### src/rtl/dmareg_pkg.sv
package dmareg_pkg;
  localparam int unsigned ADDR_W = 12;
  localparam int unsigned DATA_W = 32;

  localparam logic [ADDR_W-1:0] OFS_STATUS = 12'h000;
  localparam logic [ADDR_W-1:0] OFS_CONFIG = 12'h004;
  localparam logic [ADDR_W-1:0] OFS_CBASE  = 12'h008;
  localparam logic [ADDR_W-1:0] OFS_ABASE  = 12'h00C;
  localparam logic [ADDR_W-1:0] OFS_WAIT   = 12'h010;
  localparam logic [ADDR_W-1:0] OFS_SWREQ  = 12'h014;
  localparam logic [ADDR_W-1:0] OFS_PAIR0  = 12'h018;
  localparam logic [ADDR_W-1:0] OFS_ERR    = 12'h04C;
  localparam logic [ADDR_W-1:0] OFS_ASSIGN = 12'h500;
  localparam logic [ADDR_W-1:0] OFS_IRQ    = 12'h504;
  localparam logic [ADDR_W-1:0] OFS_MAP0   = 12'h510;

  // set/clear pairs, in address order (pair k: set at PAIR0+8k, clear at +4)
  localparam int unsigned NUM_PAIRS   = 5;
  localparam int unsigned PAIR_BURST  = 0;
  localparam int unsigned PAIR_MASK   = 1;
  localparam int unsigned PAIR_ENABLE = 2;
  localparam int unsigned PAIR_ALT    = 3;
  localparam int unsigned PAIR_PRIO   = 4;

  localparam int unsigned SRC_W       = 4;
  localparam int unsigned SRC_PER_MAP = DATA_W / SRC_W;
  localparam int unsigned CTRL_BYTES  = 16;
  localparam int unsigned CBASE_LSB   = 10;

  // precedence: hw clear > hw set > sw clear > sw set > hold
  function automatic logic [DATA_W-1:0] merge_setclr(
      input logic [DATA_W-1:0] cur, input logic [DATA_W-1:0] sw_set,
      input logic [DATA_W-1:0] sw_clr, input logic [DATA_W-1:0] hw_set,
      input logic [DATA_W-1:0] hw_clr);
    return (((cur | sw_set) & ~sw_clr) | hw_set) & ~hw_clr;
  endfunction

  // write-one-to-clear with hardware set taking precedence
  function automatic logic [DATA_W-1:0] w1c_next(
      input logic [DATA_W-1:0] cur, input logic [DATA_W-1:0] sw_clr,
      input logic [DATA_W-1:0] hw_set);
    return (cur & ~sw_clr) | hw_set;
  endfunction

  function automatic logic [DATA_W-1:0] alt_base_of(
      input logic [DATA_W-1:0] cbase, input int unsigned nch);
    return cbase + DATA_W'(nch * CTRL_BYTES);
  endfunction

  function automatic logic [DATA_W-1:0] status_word(
      input int unsigned nch, input logic [3:0] st, input logic men);
    return {11'b0, 5'(nch - 1), 8'b0, st, 3'b0, men};
  endfunction

  function automatic logic [ADDR_W-1:0] pair_set_ofs(input int unsigned k);
    return ADDR_W'(OFS_PAIR0 + ADDR_W'(8 * k));
  endfunction

  function automatic logic [ADDR_W-1:0] map_ofs(input int unsigned m);
    return ADDR_W'(OFS_MAP0 + ADDR_W'(4 * m));
  endfunction
endpackage

### src/rtl/dmareg_setclr.sv
module dmareg_setclr
  import dmareg_pkg::*;
#(
  parameter int unsigned W = 32
) (
  input  logic         clk,
  input  logic         rst_n,
  input  logic [W-1:0] sw_set,
  input  logic [W-1:0] sw_clr,
  input  logic [W-1:0] hw_set,
  input  logic [W-1:0] hw_clr,
  output logic [W-1:0] q
);
  always_ff @(posedge clk or negedge rst_n) begin
    if (!rst_n) q <= '0;
    else q <= W'(merge_setclr(DATA_W'(q), DATA_W'(sw_set), DATA_W'(sw_clr),
                              DATA_W'(hw_set), DATA_W'(hw_clr)));
  end

  // software set bits not hit by a hardware clear end at 1
  a_r1_sw_set: assert property (@(posedge clk) disable iff (!rst_n)
    (|(sw_set & ~hw_clr)) |=> ((q & $past(sw_set & ~hw_clr)) == $past(sw_set & ~hw_clr)));
  // software clear bits not hit by a hardware set end at 0
  a_r2_sw_clr: assert property (@(posedge clk) disable iff (!rst_n)
    (|(sw_clr & ~hw_set)) |=> ((q & $past(sw_clr & ~hw_set)) == '0));
  // a bit only falls when some clear request targeted it
  a_r2_fall_needs_clr: assert property (@(posedge clk) disable iff (!rst_n)
    1'b1 |=> (($past(q) & ~q & ~$past(sw_clr | hw_clr)) == '0));
  // hardware set beats software clear
  a_r3_hw_set_wins: assert property (@(posedge clk) disable iff (!rst_n)
    (|(hw_set & ~hw_clr)) |=> ((q & $past(hw_set & ~hw_clr)) == $past(hw_set & ~hw_clr)));
  // hardware clear beats software set
  a_r3_hw_clr_wins: assert property (@(posedge clk) disable iff (!rst_n)
    (|hw_clr) |=> ((q & $past(hw_clr)) == '0));
endmodule

### src/rtl/dmareg_w1c.sv
module dmareg_w1c
  import dmareg_pkg::*;
#(
  parameter int unsigned W = 32
) (
  input  logic         clk,
  input  logic         rst_n,
  input  logic [W-1:0] sw_clr,
  input  logic [W-1:0] hw_set,
  output logic [W-1:0] q
);
  always_ff @(posedge clk or negedge rst_n) begin
    if (!rst_n) q <= '0;
    else q <= W'(w1c_next(DATA_W'(q), DATA_W'(sw_clr), DATA_W'(hw_set)));
  end

  // a hardware event always leaves its bit set
  a_r5_hw_event_sets: assert property (@(posedge clk) disable iff (!rst_n)
    (|hw_set) |=> ((q & $past(hw_set)) == $past(hw_set)));
  // write-1 clears bits with no simultaneous event
  a_r5_w1c_clears: assert property (@(posedge clk) disable iff (!rst_n)
    (|(sw_clr & ~hw_set)) |=> ((q & $past(sw_clr & ~hw_set)) == '0));
  // a bit only rises on a hardware event
  a_r6_rise_needs_event: assert property (@(posedge clk) disable iff (!rst_n)
    1'b1 |=> ((~$past(q) & q & ~$past(hw_set)) == '0));
endmodule

### src/rtl/dma_chan_regs.sv
module dma_chan_regs
  import dmareg_pkg::*;
#(
  parameter int unsigned NCH = 32
) (
  input  logic              clk,
  input  logic              rst_n,
  input  logic              bus_valid,
  input  logic              bus_write,
  input  logic [11:0]       bus_addr,
  input  logic [31:0]       bus_wdata,
  output logic [31:0]       bus_rdata,
  input  logic [3:0]        seq_state,
  input  logic [NCH-1:0]    wait_req,
  input  logic [NCH-1:0]    hw_en_clr,
  input  logic [NCH-1:0]    hw_burst_clr,
  input  logic [NCH-1:0]    hw_alt_set,
  input  logic [NCH-1:0]    hw_alt_clr,
  input  logic [NCH-1:0]    hw_swreq_clr,
  input  logic [NCH-1:0]    hw_done,
  input  logic              hw_bus_err,
  output logic              master_en,
  output logic [31:0]       ctl_base,
  output logic [NCH-1:0]    ch_enable,
  output logic [NCH-1:0]    ch_reqmask,
  output logic [NCH-1:0]    ch_burst_only,
  output logic [NCH-1:0]    ch_alt,
  output logic [NCH-1:0]    ch_prio,
  output logic [NCH-1:0]    ch_swreq,
  output logic [NCH-1:0]    ch_assign,
  output logic [NCH-1:0]    ch_irq,
  output logic              bus_err,
  output logic [4*NCH-1:0]  ch_src
);
  localparam int unsigned NMAP = (NCH + SRC_PER_MAP - 1) / SRC_PER_MAP;
  localparam int unsigned CB_W = DATA_W - CBASE_LSB;

  // named bus events
  logic wr_en, rd_en;
  assign wr_en = bus_valid & bus_write;
  assign rd_en = bus_valid & ~bus_write;

  logic wr_swreq, wr_irq, wr_err;
  assign wr_swreq = wr_en && (bus_addr == OFS_SWREQ);
  assign wr_irq   = wr_en && (bus_addr == OFS_IRQ);
  assign wr_err   = wr_en && (bus_addr == OFS_ERR);

  // ---------------- set/clear vector pairs ----------------
  logic [NCH-1:0] sw_set_v [NUM_PAIRS];
  logic [NCH-1:0] sw_clr_v [NUM_PAIRS];
  logic [NCH-1:0] hw_set_v [NUM_PAIRS];
  logic [NCH-1:0] hw_clr_v [NUM_PAIRS];
  logic [NCH-1:0] vec_q    [NUM_PAIRS];

  always_comb begin
    for (int k = 0; k < NUM_PAIRS; k++) begin
      hw_set_v[k] = '0;
      hw_clr_v[k] = '0;
    end
    hw_clr_v[PAIR_BURST]  = hw_burst_clr;
    hw_clr_v[PAIR_ENABLE] = hw_en_clr;
    hw_set_v[PAIR_ALT]    = hw_alt_set;
    hw_clr_v[PAIR_ALT]    = hw_alt_clr;
  end

  for (genvar k = 0; k < NUM_PAIRS; k++) begin : g_pair
    localparam logic [ADDR_W-1:0] SET_OFS = pair_set_ofs(k);
    localparam logic [ADDR_W-1:0] CLR_OFS = ADDR_W'(SET_OFS + 12'h004);
    assign sw_set_v[k] = (wr_en && bus_addr == SET_OFS) ? bus_wdata[NCH-1:0] : '0;
    assign sw_clr_v[k] = (wr_en && bus_addr == CLR_OFS) ? bus_wdata[NCH-1:0] : '0;
    dmareg_setclr #(.W(NCH)) u_vec (
      .clk(clk), .rst_n(rst_n),
      .sw_set(sw_set_v[k]), .sw_clr(sw_clr_v[k]),
      .hw_set(hw_set_v[k]), .hw_clr(hw_clr_v[k]),
      .q(vec_q[k])
    );
  end

  assign ch_burst_only = vec_q[PAIR_BURST];
  assign ch_reqmask    = vec_q[PAIR_MASK];
  assign ch_enable     = vec_q[PAIR_ENABLE];
  assign ch_alt        = vec_q[PAIR_ALT];
  assign ch_prio       = vec_q[PAIR_PRIO];

  // ---------------- software request: sw sets, hw clears ----------------
  logic [NCH-1:0] swreq_set;
  assign swreq_set = wr_swreq ? bus_wdata[NCH-1:0] : '0;

  dmareg_setclr #(.W(NCH)) u_swreq (
    .clk(clk), .rst_n(rst_n),
    .sw_set(swreq_set), .sw_clr('0),
    .hw_set('0), .hw_clr(hw_swreq_clr),
    .q(ch_swreq)
  );

  // ---------------- write-one-to-clear status ----------------
  logic [NCH-1:0] irq_clr;
  logic           err_clr;
  assign irq_clr = wr_irq ? bus_wdata[NCH-1:0] : '0;
  assign err_clr = wr_err & bus_wdata[0];

  dmareg_w1c #(.W(NCH)) u_irq (
    .clk(clk), .rst_n(rst_n), .sw_clr(irq_clr), .hw_set(hw_done), .q(ch_irq)
  );

  dmareg_w1c #(.W(1)) u_err (
    .clk(clk), .rst_n(rst_n), .sw_clr(err_clr), .hw_set(hw_bus_err), .q(bus_err)
  );

  // ---------------- plain read/write words ----------------
  logic            cfg_q;
  logic [CB_W-1:0] cbase_q;
  logic [NCH-1:0]  assign_q;
  logic [31:0]     map_q [NMAP];

  always_ff @(posedge clk or negedge rst_n) begin
    if (!rst_n) begin
      cfg_q    <= 1'b0;
      cbase_q  <= '0;
      assign_q <= '0;
      for (int m = 0; m < NMAP; m++) map_q[m] <= '0;
    end else if (wr_en) begin
      if (bus_addr == OFS_CONFIG) cfg_q    <= bus_wdata[0];
      if (bus_addr == OFS_CBASE)  cbase_q  <= bus_wdata[DATA_W-1:CBASE_LSB];
      if (bus_addr == OFS_ASSIGN) assign_q <= bus_wdata[NCH-1:0];
      for (int m = 0; m < NMAP; m++)
        if (bus_addr == map_ofs(m)) map_q[m] <= bus_wdata;
    end
  end

  assign master_en = cfg_q;
  assign ctl_base  = {cbase_q, {CBASE_LSB{1'b0}}};
  assign ch_assign = assign_q;

  for (genvar n = 0; n < NCH; n++) begin : g_src
    assign ch_src[SRC_W*n +: SRC_W] = map_q[n / SRC_PER_MAP][SRC_W*(n % SRC_PER_MAP) +: SRC_W];
  end

  // ---------------- read mux ----------------
  logic [31:0] rd_mux;
  always_comb begin
    rd_mux = '0;
    unique case (bus_addr)
      OFS_STATUS: rd_mux = status_word(NCH, seq_state, cfg_q);
      OFS_CONFIG: rd_mux = {31'b0, cfg_q};
      OFS_CBASE:  rd_mux = ctl_base;
      OFS_ABASE:  rd_mux = alt_base_of(ctl_base, NCH);
      OFS_WAIT:   rd_mux = DATA_W'(wait_req);
      OFS_SWREQ:  rd_mux = DATA_W'(ch_swreq);
      OFS_ERR:    rd_mux = {31'b0, bus_err};
      OFS_ASSIGN: rd_mux = DATA_W'(assign_q);
      OFS_IRQ:    rd_mux = DATA_W'(ch_irq);
      default:    rd_mux = '0;
    endcase
    for (int k = 0; k < NUM_PAIRS; k++)
      if (bus_addr == pair_set_ofs(k) || bus_addr == ADDR_W'(pair_set_ofs(k) + 12'h004))
        rd_mux = DATA_W'(vec_q[k]);
    for (int m = 0; m < NMAP; m++)
      if (bus_addr == map_ofs(m)) rd_mux = map_q[m];
  end

  assign bus_rdata = rst_n ? rd_mux : '0;

  // reads are quiet while reset is held
  always_comb begin
    if (!rst_n) a_r9_reset_quiet: assert (bus_rdata == '0);
  end
  // status read carries the channel count and master enable
  a_r4_status_fields: assert property (@(posedge clk) disable iff (!rst_n)
    (rd_en && bus_addr == OFS_STATUS) |-> (bus_rdata[20:16] == 5'(NCH - 1) && bus_rdata[0] == master_en));
  // wait status mirrors the live input
  a_r12_wait_live: assert property (@(posedge clk) disable iff (!rst_n)
    (rd_en && bus_addr == OFS_WAIT) |-> (bus_rdata == DATA_W'(wait_req)));
  // alternate base sits NCH control entries above the control base
  a_r8_alt_base: assert property (@(posedge clk) disable iff (!rst_n)
    (rd_en && bus_addr == OFS_ABASE) |-> (bus_rdata - ctl_base == DATA_W'(NCH * CTRL_BYTES)));
endmodule

### config.mk
export PLATFORM = sky130hd
export DESIGN_NAME = dma_chan_regs
export DESIGN_NICKNAME = d
export VERILOG_FILES = /design/src/rtl/dmareg_pkg.sv /design/src/rtl/dmareg_setclr.sv /design/src/rtl/dmareg_w1c.sv /design/src/rtl/dma_chan_regs.sv
export SDC_FILE = /design/constraint.sdc
export NUM_CORES = 1
export LEC_CHECK = 0
export BUFFER_PORTS_ARGS = -buffer_cell sky130_fd_sc_hd__buf_2
export CAP_MARGIN = 20
export CORE_AREA = 2 2 281 283
export DETAILED_ROUTE_END_ITERATION = 16
export DIE_AREA = 0 0 283 285
export GPL_TIMING_DRIVEN = 1
export PLACE_DENSITY = 0.51
export SKIP_CTS_REPAIR_TIMING = 1
export SYNTH_ARGS = -nofsm -noshare
export SYNTH_HDL_FRONTEND = slang
export SYNTH_SLANG_ARGS = --single-unit
### constraint.sdc
create_clock -name clk -period 2.2 [get_ports clk]
set_clock_uncertainty 0.15 [all_clocks]
set_input_delay 0 -clock clk [delete_from_list [all_inputs] [get_ports clk]]
set_output_delay 0 -clock clk [all_outputs]
set_load 0.02 [all_outputs]
==> impl_metrics.toml <==
[outcome]
status = "complete, but fails checks"
violations = "negative hold slack, negative setup slack"

[grt]
track_usage_pct = 28.4
grt_pass1_vias = 21400
grt_overflow = 0
grt_max_degree = 98
antenna_found_initial = 3
grt_pass1_wl_microns = 165000

[sta]
timing.hold.ws_ns = -0.882
hold_viol_final = 98
worst_slew_pin_slew_ns = 0.685
setup_ws_ns = -0.328
fin_crit_ns = 2.53
finalSetupViolations = 29
slew_headroom_pct = 54.2
drv_slew = 0
post-route-period-util_pct = 115
finalSetupTns_ns = -4.44
fmax_ghz = 0.395
rsz0062_at_grt = "yes"

[clocking]
cts_sinks = 408
path_clk_slew_ns = 0.06
clockBufferDepth = 3
numCtsBuffers = 50
clk_latency_ns = 0.57
cts_tree = "done"
cts_root_buf = "clkbuf_16"
htreeDepth = 2

[worst_setup_path]
reg2regPathDepth = 2
crit_path_end_kind = "primary output"
arrival_ns = 2.38
r2r_end = "u_err.q"
worst-path-max-fanout = 2
ff2ff_setup_slack_ns = 0.74
worst_ep_required_time_ns = 2.05
reg2reg_from = "u_err.q"
crit_type = "register to primary output"
start_kind = "register"

[detailed_routing]
vias = 23400
antenna_left = 0
firstDrtPassIters = 6
drt_wl_total_microns = 125000
remaining_drc_errors = 0
drt_iter0_markers = 2123
wl_per_cell_microns = 28.8
avgViaCountPerCell = 5.36

[power_and_ir_drop]
vdd_drop_max_uv = 517
power_leakage_nw = 16.5
power_density_mw_per_mm2 = 528

[layout]
syn_to_final_growth_pct = 69.0
fin_area_sq_mm = 0.0347
num-fill-cells = 7421
final_nets = 3554
utilization_pct = 44.5
drive_above_1_share_pct = 45.4

[synthesis]
yosys.area.top_type = "dfrtp_1"
syn_inst = 1996
synthArstFlopShare_pct = 100
synth_edf_count = 0
yosysWarnings = 0
yosys-top-cells-area = "dfrtp_1 (50%), mux2_2 (11%), a21oi_1 (9.2%), nor2_1 (3.0%), a211oi_1 (2.6%)"
synth_ff_type = "dfrtp_1"
netlist_top_cells_count = "dfrtp_1 (408), a21oi_1 (378), mux2_2 (199)"
synth_area_sq_mm = 0.0205
yosysSeqAreaShare_pct = 49.8
synth_most_common_cell = "dfrtp_1"
synth.top_cell.area_share_pct = 49.8
avgSynthCellArea_sq_um = 10.3
ys_ff_latch = 408
ys_types = 74

[placement]
place_area_sq_mm = 0.0277
numPortBuffers = 716
routabilityCongestion = 0.931
place.detailed.hpwl_microns = 92000

[floorplanning]
dieHeight_microns = 285
start_util_pct = 26.3
io_pins = 727
die_area_sq_mm = 0.0807
std_cell_rows = 103
coreArea_sq_mm = 0.0780
fp.dieW_microns = 283

[job]
maxCapViolCount = 0

[worst_hold_path]
hp-class = "input pin to async pin"
## where the power goes
part           internal (mW)  leakage [nW]  total (mW)  switching (mW)
Sequential              7.56          5.47        7.63          0.0768
Combinational           1.06          10.2        2.23            1.17
Clock                   4.99         0.818        8.44            3.45
## critical path, stage by stage (launching register included)
cell and delay, ns:
dfrtp_1 0.42, mux2i_1 0.22, nor3_1 0.08, a31oi_1 0.23, o221ai_1 0.15, buf_4 0.18, a221oi_2 0.20, buf_4 0.16
nor2_2 0.04, buf_6 0.13
## flip-flops by register name, summed over array words and instances (netlist names)
| name | cells |
|---|---|
| g_pair.u_vec.q | 160 |
| u_swreq.q | 32 |
| ch_src | 128 |
| cbase_q | 22 |
| u_irq.q | 32 |
| master_en | 1 |
| u_err.q | 1 |
| ch_assign | 32 |
## layout make-up
cell class	instances	area, sq um	area share, %
Timing Repair Buffer	1428	11000	31.8
Multi-Input combinational cell	1388	10500	30.2
Sequential cell	408	10200	29.5
Clock buffer	75	1530	4.40
Tap cell	1050	1310	3.79
Clock inverter	11	130	0.375
Inverter	1	3.75	0.0108
Antenna cell	1	2.50	0.00722
## stage by stage
step	worst slack, ns	total power [mW]	std cells
after floorplan	0.0426	8.33	2005
after global placement	-0.595	9.30	3857
after detailed placement	-0.553	9.32	3857
after CTS	-0.585	17.8	3943
after global routing	-0.413	18.9	4361
final	-0.328	18.3	4362
## placed cells by master (no fill, tap or decap), types with 9 or more instances in the layout
master,Yosys,layout
nand2_1,77,68
o22ai_1,31,20
nor2b_1,25,23
a21oi_2,0,12
a211oi_1,72,63
dfrtp_1,408,403
nand2b_1,10,10
a21o_1,40,40
mux2i_1,37,33
nor3_1,25,18
a22oi_1,43,33
buf_12,0,63
nor3_4,2,9
a21oi_1,378,364
nor2_4,0,13
buf_4,18,254
buf_2,34,676
a22o_1,20,19
a22oi_2,0,10
mux2_2,199,198
o21ai_0,42,25
conb_1,1,10
a211oi_2,4,12
a221oi_1,16,11
o21ai_1,2,13
o22ai_2,0,10
o221ai_1,29,23
o211ai_1,10,10
nor2_1,162,146
dlygate4sd3_1,0,382
buf_6,6,48
clkbuf_8,0,18
mux2_1,16,16
clkbuf_16,0,51
## per-layer routing
metal  vias to the layer above  wire [microns]  share of wire (%)  global-route usage (%)
met2                      1350           60600                 48                    48.4
met3                       287            9690                7.7                    6.33
li1                       9978               -                  -                       -
met4                         0            5490                4.4                    9.84
met5                         -               0                  0                       0
met1                     11800           49700                 40                    35.5
## logic make-up (layout without fill, tap and decap cells)
| kind of cell | Yosys count | after routing | share of synthesized area [%] |
|---|---|---|---|
| buffers and inverters | 209 | 1515 | 4.58 |
| muxes | 252 | 252 | 13.6 |
| DFF | 408 | 408 | 49.8 |
| other | 1 | 11 | 0.0183 |
| and+or+nand+nor | 378 | 378 | 9.19 |
| AOI/OAI and AO/OA | 748 | 748 | 22.8 |
## how the worst max path moves through the flow
stage	from	endpoint	slack (ns)	cells past startpoint
floorplan	bus_addr[11]	bus_rdata[4]	0.04	8
global placement	bus_addr[1]	bus_rdata[13]	-0.59	12
detailed placement	bus_addr[1]	bus_rdata[31]	-0.55	13
CTS	u_swreq.q[2]	bus_rdata[2]	-0.59	8
global route	u_swreq.q[10]	bus_rdata[10]	-0.41	9
finish	u_swreq.q[10]	bus_rdata[10]	-0.33	9
(Power assumes the default switching activity.)
